==> src/rtl/pwrdn_alarm_pkg.sv <==
package pwrdn_alarm_pkg;
    localparam int FIELD_W  = 8;
    localparam int N_FIELDS = 6;
    localparam int ADDR_W   = 8;
    localparam int DATA_W   = 32;

    localparam logic [ADDR_W-1:0] ALM_BASE   = 8'h80;
    localparam logic [ADDR_W-1:0] STAT_ADDR  = 8'h44;
    localparam logic [ADDR_W-1:0] IEN_ADDR   = 8'h48;
    localparam logic [ADDR_W-1:0] HAND_ADDR  = 8'h98;

    localparam int STAT_BIT = 7;
    localparam int IEN_BIT  = 4;
    localparam int HAND_BIT = 16;

    typedef enum logic [1:0] {
        PS_ON    = 2'd0,
        PS_ARMED = 2'd1,
        PS_OFF   = 2'd2
    } pwr_state_e;
endpackage

==> src/rtl/alarm_field.sv <==
module alarm_field #(
    parameter int                 FIELD_W = 8,
    parameter int                 ADDR_W  = 8,
    parameter logic [ADDR_W-1:0]  MY_ADDR = '0
) (
    input  logic               clk,
    input  logic               rst_n,
    input  logic               wr_i,
    input  logic [ADDR_W-1:0]  addr_i,
    input  logic [FIELD_W-1:0] wbyte_i,
    input  logic [FIELD_W-1:0] now_i,
    output logic               eq_o
);
    logic [FIELD_W-1:0] val_q;

    always_ff @(posedge clk or negedge rst_n) begin
        if (!rst_n)
            val_q <= '0;
        else if (wr_i && addr_i == MY_ADDR)
            val_q <= wbyte_i;
    end

    assign eq_o = (val_q == now_i);
endmodule

==> src/rtl/alarm_regs.sv <==
module alarm_regs
    import pwrdn_alarm_pkg::*;
#(
    parameter int FW   = FIELD_W,
    parameter int NF   = N_FIELDS,
    parameter int AW   = ADDR_W,
    parameter int DW   = DATA_W
) (
    input  logic             clk,
    input  logic             rst_n,
    input  logic             tick_i,
    input  logic [NF*FW-1:0] now_i,
    input  logic             wr_i,
    input  logic [AW-1:0]    addr_i,
    input  logic [DW-1:0]    wdata_i,
    output logic             hand_o,
    output logic             ien_o,
    output logic             flag_o,
    output logic             hit_o
);
    localparam int STRIDE = 4;

    logic [NF-1:0] eq_vec;
    logic          hand_q, ien_q, flag_q;
    logic          clr_req;
    logic          unused_wdata;

    generate
        for (genvar i = 0; i < NF; i++) begin : g_field
            alarm_field #(
                .FIELD_W (FW),
                .ADDR_W  (AW),
                .MY_ADDR (AW'(ALM_BASE + AW'(STRIDE * i)))
            ) u_field (
                .clk     (clk),
                .rst_n   (rst_n),
                .wr_i    (wr_i),
                .addr_i  (addr_i),
                .wbyte_i (wdata_i[FW-1:0]),
                .now_i   (now_i[i*FW +: FW]),
                .eq_o    (eq_vec[i])
            );
        end
    endgenerate

    assign hit_o        = tick_i && (&eq_vec);
    assign clr_req      = wr_i && addr_i == STAT_ADDR && wdata_i[STAT_BIT];
    assign unused_wdata = ^wdata_i;

    always_ff @(posedge clk or negedge rst_n) begin
        if (!rst_n) begin
            hand_q <= 1'b0;
            ien_q  <= 1'b0;
        end else if (wr_i) begin
            if (addr_i == HAND_ADDR) hand_q <= wdata_i[HAND_BIT];
            if (addr_i == IEN_ADDR)  ien_q  <= wdata_i[IEN_BIT];
        end
    end

    always_ff @(posedge clk or negedge rst_n) begin
        if (!rst_n)
            flag_q <= 1'b0;
        else if (hit_o)
            flag_q <= 1'b1;
        else if (clr_req)
            flag_q <= 1'b0;
    end

    assign hand_o = hand_q;
    assign ien_o  = ien_q;
    assign flag_o = flag_q;


    flag_clear_chk: assert property (@(posedge clk) disable iff (!rst_n)
        (clr_req && !hit_o) |=> !flag_o);


    flag_needs_tick_chk: assert property (@(posedge clk) disable iff (!rst_n)
        $rose(flag_o) |-> $past(tick_i));
endmodule

==> src/rtl/pwr_fsm.sv <==
module pwr_fsm
    import pwrdn_alarm_pkg::*;
(
    input  logic clk,
    input  logic rst_n,
    input  logic hand_i,
    input  logic fire_i,
    input  logic flag_i,
    output logic pwr_en_o
);
    pwr_state_e state_q, state_d;

    always_ff @(posedge clk or negedge rst_n) begin
        if (!rst_n)
            state_q <= PS_ON;
        else
            state_q <= state_d;
    end

    always_comb begin
        state_d = state_q;
        unique case (state_q)
            PS_ON: begin
                if (hand_i && fire_i)  state_d = PS_OFF;
                else if (hand_i)       state_d = PS_ARMED;
            end
            PS_ARMED: begin
                if (hand_i && fire_i)  state_d = PS_OFF;
                else if (!hand_i)      state_d = PS_ON;
            end
            PS_OFF: begin
                if (!hand_i && !flag_i) state_d = PS_ON;
            end
            default: state_d = PS_ON;
        endcase
    end

    always_comb begin
        pwr_en_o = (state_q != PS_OFF);
    end


    pin_fall_qualified_chk: assert property (@(posedge clk) disable iff (!rst_n)
        $fell(pwr_en_o) |-> $past(hand_i && fire_i));


    pin_rise_released_chk: assert property (@(posedge clk) disable iff (!rst_n)
        $rose(pwr_en_o) |-> $past(!hand_i && !flag_i));
endmodule

==> src/rtl/pwrdn_alarm_top.sv <==
module pwrdn_alarm_top
    import pwrdn_alarm_pkg::*;
#(
    parameter int FW = FIELD_W,
    parameter int NF = N_FIELDS,
    parameter int AW = ADDR_W,
    parameter int DW = DATA_W
) (
    input  logic             clk,
    input  logic             rst_n,
    input  logic             sec_tick_i,
    input  logic [NF*FW-1:0] now_time_i,
    input  logic             reg_wr_i,
    input  logic [AW-1:0]    reg_addr_i,
    input  logic [DW-1:0]    reg_wdata_i,
    output logic             pwr_en_o,
    output logic             alarm_flag_o,
    output logic             irq_o
);
    logic hand, ien, flag, hit, fire;

    alarm_regs #(.FW(FW), .NF(NF), .AW(AW), .DW(DW)) u_regs (
        .clk     (clk),
        .rst_n   (rst_n),
        .tick_i  (sec_tick_i),
        .now_i   (now_time_i),
        .wr_i    (reg_wr_i),
        .addr_i  (reg_addr_i),
        .wdata_i (reg_wdata_i),
        .hand_o  (hand),
        .ien_o   (ien),
        .flag_o  (flag),
        .hit_o   (hit)
    );

    assign fire = hit && ien;

    pwr_fsm u_fsm (
        .clk      (clk),
        .rst_n    (rst_n),
        .hand_i   (hand),
        .fire_i   (fire),
        .flag_i   (flag),
        .pwr_en_o (pwr_en_o)
    );

    assign alarm_flag_o = flag;
    assign irq_o        = flag && ien;


    qualified_off_chk: assert property (@(posedge clk) disable iff (!rst_n)
        (hit && ien && hand) |=> !pwr_en_o);


    match_sets_flag_chk: assert property (@(posedge clk) disable iff (!rst_n)
        hit |=> alarm_flag_o);
endmodule

==> config.mk <==
export PLATFORM = sky130hd
export DESIGN_NAME = pwrdn_alarm_top
export DESIGN_NICKNAME = d
export VERILOG_FILES = /design/src/rtl/pwrdn_alarm_pkg.sv /design/src/rtl/alarm_field.sv /design/src/rtl/alarm_regs.sv /design/src/rtl/pwr_fsm.sv /design/src/rtl/pwrdn_alarm_top.sv
export SDC_FILE = /design/constraint.sdc
export NUM_CORES = 1
export LEC_CHECK = 0
export ABC_AREA = 0
export ABC_CLOCK_PERIOD_IN_PS = 1500
export BUFFER_PORTS_ARGS = -buffer_cell sky130_fd_sc_hd__buf_2
export CAP_MARGIN = 5
export CORE_MARGIN = 3
export CORE_UTILIZATION = 45
export CTS_CLUSTER_SIZE = 28
export DETAILED_ROUTE_END_ITERATION = 16
export PLACE_DENSITY_LB_ADDON = 0.12
export SETUP_SLACK_MARGIN = 0.3
export SLEW_MARGIN = 20
export SYNTH_ARGS = -nofsm -noshare
export SYNTH_HDL_FRONTEND = slang
export SYNTH_SLANG_ARGS = --single-unit
==> constraint.sdc <==
create_clock -name clk -period 1.5 [get_ports clk]
set_input_delay 0.3 -clock clk [delete_from_list [all_inputs] [get_ports clk]]
set_output_delay 0.3 -clock clk [all_outputs]
set_load 0.1 [all_outputs]
-- Word-level counts from Yosys, hierarchy flattened
Cells that the tools add are included.
- eq/ne operators: 21
- mux-type cells: 8
- reductions and logical operators: 21
- operator list (operator ; number):
    equality test 8 bit (second input constant) ; 7
    equality test 8 bit ; 6
    equality test 8 x 7 -> 1 bit (second input constant) ; 2
    logical AND 1 bit ; 13
    2-to-1 mux 2 bit ; 5
    != test 3 x 2 -> 1 bit (second input constant) ; 2
    case mux 2 bit (3 select lines) ; 1
    AND reduction 6 bit ; 1
    AND reduction 2 bit ; 2
    AND reduction 3 bit ; 1
    equality test 2 x 1 -> 1 bit (second input constant) ; 1
    equality test 2 bit (second input constant) ; 1
    logical NOT 1 bit ; 2
    logical NOT 2 bit ; 1
    2-to-1 mux 1 bit ; 2
    != test 2 x 1 -> 1 bit (second input constant) ; 1
    != test 2 bit (second input constant) ; 1
    nonzero test 2 bit ; 1
- flip-flop bits (word level): 53
- input port bits: 92
- output and inout bits: 3
- logic and storage cells: 60

-- Logic depth before layout (Yosys ltp)
- depth in word-level cells: 7
- mapped depth: 5
- mapped depth without buffers: 5

-- Hierarchy
Synthesis repeated with hierarchy kept, for this count alone.
- cells, all modules: 211
- area, all modules: 2931.6 sq um
- modules (own cells, without submodules) (module ; instances ; cells each ; area an instance (sq um) ; seq. area each (sq um)):
    alarm_field at u_regs.g_field[1].u_field ... ; 3 ; 31 ; 440.4 ; 200.2
    alarm_field at u_regs.g_field[3].u_field ; 1 ; 31 ; 437.9 ; 200.2
    alarm_field at u_regs.g_field[0].u_field ; 1 ; 31 ; 427.9 ; 200.2
    alarm_field at u_regs.g_field[5].u_field ; 1 ; 30 ; 426.7 ; 200.2
    alarm_regs ; 1 ; 16 ; 212.7 ; 75.1
    pwr_fsm ; 1 ; 8 ; 92.6 ; 50.0
    pwrdn_alarm_top ; 1 ; 2 ; 12.5 ; 0.0

-- Worst setup path after synthesis
No wires, ideal clock.
- kind: flip-flop to output port
- start point: register u_regs.flag_q (netlist: u_regs.flag_o)
- end point: output port irq_o
- data arrival time: 1793 ps
- data required time: 1200 ps
- setup slack: -593 ps
- stages on the path, launching flop included: 2
- path buffers: 0
- path through: dfrtp_1 > and2_1
- word-level cells in the longest chain between the ends: 1
- ends and longest elaborated chain (what ; RTL line ; source):
    start, declared ; alarm_regs.sv:24 ; logic hand_q, ien_q, flag_q;
    start signal, assigned ; alarm_regs.sv:62 ; flag_q <= 1'b0;
    start signal, assigned ; alarm_regs.sv:64 ; flag_q <= 1'b1;
    start signal, assigned ; alarm_regs.sv:66 ; flag_q <= 1'b0;
    logical AND 1 bit ; pwrdn_alarm_top.sv:48 ; assign irq_o = flag && ien;
    end, declared ; pwrdn_alarm_top.sv:18 ; output logic irq_o
Every way passes these cells.

-- Worst setup path in the final report
- start point: register u_regs.g_field[3].u_field.val_q[0]
- end point: register u_fsm.state_q[0]
- word-level cells in the longest chain between the ends: 7
- elaborated cells on any way between the ends: 11
- those cells by class: eq/ne: 3; mux: 3; reduce/logical: 5
- ends and longest elaborated chain (what ; RTL line ; source):
    start, declared ; alarm_field.sv:14 ; logic [FIELD_W-1:0] val_q;
    start signal, assigned ; alarm_field.sv:20 ; val_q <= wbyte_i;
    equality test 8 bit (*) ; alarm_field.sv:23 ; assign eq_o = (val_q == now_i);
    AND reduction 6 bit (*) ; alarm_regs.sv:46 ; assign hit_o = tick_i && (&eq_vec);
    logical AND 1 bit (*) ; alarm_regs.sv:46 ;
    logical AND 1 bit (*) ; pwrdn_alarm_top.sv:36 ; assign fire = hit && ien;
    logical AND 1 bit (*) ; pwr_fsm.sv:24, pwr_fsm.sv:28 ;
    != test 3 x 2 -> 1 bit (no line), or another cell as far along ; - ;
    AND reduction 3 bit (no line) or case mux 2 bit (3 select lines) (tied branches) ; - ;
    end signal, assigned ; pwr_fsm.sv:17 ; state_q <= state_d;
    end, declared ; pwr_fsm.sv:11 ; pwr_state_e state_q, state_d;
Every way passes the cells marked *; elsewhere a longest branch is shown, timed or not.
A chain may end at the register's enable or synchronous reset.

==> results.sh <==
export IMPL_status="complete, but fails checks"
export IMPL_failing_checks="negative setup slack"
export IMPL_worst_setup_path_type="reg2reg"
export IMPL_tritoncts="done"
export IMPL_worst_path_max_delay_cell="dfrtp_1"
export IMPL_seq_area_frac_synth=0.481
export IMPL_critical_path_reg2reg_startpoint="u_regs.g_field[3].u_field.val_q[0]$_DFFE_PN0P_"
export IMPL_number_of_warnings_issued_by_yosys=0
export IMPL_gr_usage_all_layers=0.211
export IMPL_cts_root_buf="clkbuf_8"
export IMPL_fmaxAchievable_ghz=0.619
export IMPL_top_level_ports=95
export IMPL_clock_sink_count=53
export IMPL_cts_htree_levels=2
export IMPL_mostFrequentLayoutCells="buf_2, dfrtp_1, xor2_1"
export IMPL_placementRows=27
export IMPL_cell_pwr_density_nw_per_um2=754
export IMPL_drt_wl_total_mm=7.60
export IMPL_route_detailed_wl_per_inst_um=19.2
export IMPL_report_power_total_w=0.00296
export IMPL_rr_endpoint="u_fsm.state_q[0]$_DFFE_PN0P_"
export IMPL_setup_tns_ns=-0.308
export IMPL_drc=0
export IMPL_drt_pass1_iterations=4
export IMPL_timing_hold_worst_path_depth=2
export IMPL_synth_lib_cells_used_distinct=28
export IMPL_synthesized_netlist_net_count=308
export IMPL_launching_element_type_of_the_critical_path="flop"
export IMPL_global_route_wire_length_before_repair_mm=11.7
export IMPL_drive_above_1_share=0.573
export IMPL_layout_cells_most_common="buf_2"
export IMPL_maximum_count_of_clock_buffers_along_a_single_path=2
export IMPL_worst_path_max_fanout=2
export IMPL_timing_critical_path_slowest_cell_delay_ns=0.42
export IMPL_power_net_switching_w=0.000819
export IMPL_comb_power_share=0.183
export IMPL_dr_first_iter_drc_count=91
export IMPL_synth_cells=216
export IMPL_p_sw_frac=0.276
export IMPL_final_count_of_hold_timing_violations=0
export IMPL_internal_power_w=0.00214
export IMPL_areaGrowthSynthToFinish_pct=42.5
export IMPL_cts_inserted_buffers=5
export IMPL_grt_max_degree=54
export IMPL_grt_overflow_total=0
export IMPL_p_seq_frac=0.520
export IMPL_timing_hold_worst_class="in2reg"
export IMPL_reg2reg_setup_slack_ns=-0.12
export IMPL_route_vias_total=2130
export IMPL_number_of_global_route_vias_before_repair=2236
export IMPL_drt_antenna_violating_nets=0
export IMPL_power_ir_vdd_worst_mv=0.655
export IMPL_postSynthAreaPerCell_um2=12.8
export IMPL_rsz_0062_raised_after_global_routing="true"
export IMPL_max_slew_margin=0.757
export IMPL_floorplan_core_area_um2=5710
export IMPL_clock_power_share=0.296
export IMPL_vias_per_cell=5.39
export IMPL_layout_setup_ws_ns=-0.116
export IMPL_die_area_um2=7110
export IMPL_worstPathArrival_ns=1.82
export IMPL_min_period_over_period=1.08
export IMPL_synthDominantCellAreaShare=0.481
export IMPL_min_period_ns=1.62
export IMPL_critical_path_required_ns=1.70
export IMPL_holdWs_ns=0.212
export IMPL_drv_cap=0
export IMPL_path_cells="xor2_2, nor4_2, nand4_1, nor4_4, a21boi_1"
export IMPL_transition_at_the_pin_with_the_smallest_max_transition_slack_ns=0.363
export IMPL_finClkSkew_ns=0.00705
export IMPL_timing_max_transition_violations_final=0
export IMPL_clk_latency_ns=0.32
export IMPL_die_y_um=84.3
export IMPL_synth_area_top_cells="dfrtp_1, mux2_2, xor2_1"
export IMPL_setup_viol=3
export IMPL_grt_antenna_before_repair=0
export IMPL_clk_pin_slew_worst_paths_ns=0.10
export IMPL_syn_area_um2=2760
export IMPL_routabilityCongestion=0.940
export IMPL_ys_seq_elements=53
export IMPL_floorplan_die_width_um=84.3
export IMPL_hold_end="u_regs.hand_o$_DFFE_PN0P_"
export IMPL_floorplan_initialDensity=0.483
export IMPL_nNetsFinal=414
export IMPL_reg2regPathDepth=5
export IMPL_endpoint_kind="flop"
export IMPL_holdCritStartpoint="reg_wdata_i[16]"
export IMPL_io_buffer_count=71
export IMPL_synthDominantAreaCellType="dfrtp_1"
export IMPL_cellLeakagePower_nw=2.11
export IMPL_detailedPlacementHpwl_mm=5.34
export IMPL_antenna_diode_count=0
## power groups by stage
stage / clock network (W) / logic, W / registers [W]
2_1_floorplan: 0 / 0.000204 / 0.00155
5_1_grt: 0.000944 / 0.000587 / 0.00155
3_3_place_gp: 0 / 0.000460 / 0.00156
4_1_cts: 0.000881 / 0.000503 / 0.00154
3_5_place_dp: 0 / 0.000467 / 0.00157
6_report: 0.000878 / 0.000544 / 0.00154
## how the worst max path moves through the flow
stage | startpoint | to | slack (ns) | cells past startpoint
after floorplan | u_regs.g_field[0].u_field.val_q[6]$_DFFE_PN0P_ | u_fsm.state_q[0]$_DFFE_PN0P_ | 0.08 | 5
after global placement | now_time_i[29] | u_fsm.state_q[0]$_DFFE_PN0P_ | -0.17 | 6
after detailed placement | now_time_i[46] | u_fsm.state_q[0]$_DFFE_PN0P_ | -0.24 | 6
after CTS | u_regs.g_field[1].u_field.val_q[5]$_DFFE_PN0P_ | u_fsm.state_q[0]$_DFFE_PN0P_ | -0.15 | 5
after global routing | u_regs.g_field[3].u_field.val_q[0]$_DFFE_PN0P_ | u_fsm.state_q[0]$_DFFE_PN0P_ | -0.25 | 5
final | u_regs.g_field[3].u_field.val_q[0]$_DFFE_PN0P_ | u_fsm.state_q[0]$_DFFE_PN0P_ | -0.12 | 5
## critical path: cells and delay by family, from the launching register on
family           cells  cell delay [ns]
AND/OR/NAND/NOR      3             0.82
XOR/XNOR             1             0.17
AO/OA/AOI/OAI        1             0.09
flip-flops           1             0.42
## cell type report
class | count | area [um^2]
multi-input combinational | 162 | 1750
fill | 423 | 1780
sequential | 53 | 1330
clock inverter | 2 | 13.8
tap | 72 | 90.1
inverter | 1 | 3.75
timing repair buffer | 99 | 667
clock buffer | 6 | 82.6
## synth_stat cells (all sizes together)
cell type / number
a21boi: 1
a21o: 1
a21oi: 1
and2: 2
and3: 1
and4: 1
dfrtp: 53
inv: 1
mux2: 50
nand2: 4
nand2b: 1
nand3: 5
nand3b: 2
nand4: 7
nor2: 8
nor2b: 1
nor3: 3
nor3b: 3
nor4: 21
o21ai: 1
o32ai: 1
xnor2: 1
xor2: 47
## state kept, by name (all words and copies together), names as in the netlist
signal and flops:
u_regs.flag_o 1, u_regs.ien_o 1, u_fsm.state_q 2, u_regs.hand_o 1
u_regs.g_field.u_field.val_q 48
## routing by layer
layer,share of wire,track usage,vias to the layer above
li1,-,-,993
met1,0.45,0.297,1057
met2,0.47,0.333,69
met3,0.059,0.0422,11
met4,0.015,0.0556,0
met5,0,0,-
## logic make-up after synthesis
family,synth area share
buffers and inverters,0.00136
muxes,0.204
AOI/OAI and AO/OA,0.0122
DFF,0.481
xor gates and xnor gates,0.152
and+or+nand+nor,0.149
## what timing repair did
item,4_1_cts,5_1_grt
gates resized for setup,38,35
hold buffers,1,0
endpoints found under the setup margin,49,54
pin swaps,4,11
setup buffers,5,5
endpoints found under the hold margin,53,0
cloned,0,0
## stage by stage
step,area [um^2],util,cells,worst slack [ns]
floorplan,2810,-,216,0.0838
global placement,3430,0.601,376,-0.174
detailed placement,3430,0.601,376,-0.235
CTS,3720,0.652,390,-0.147
global route,3930,0.689,395,-0.246
finish,3930,0.689,395,-0.116
Power figures use the tool's default switching activity.
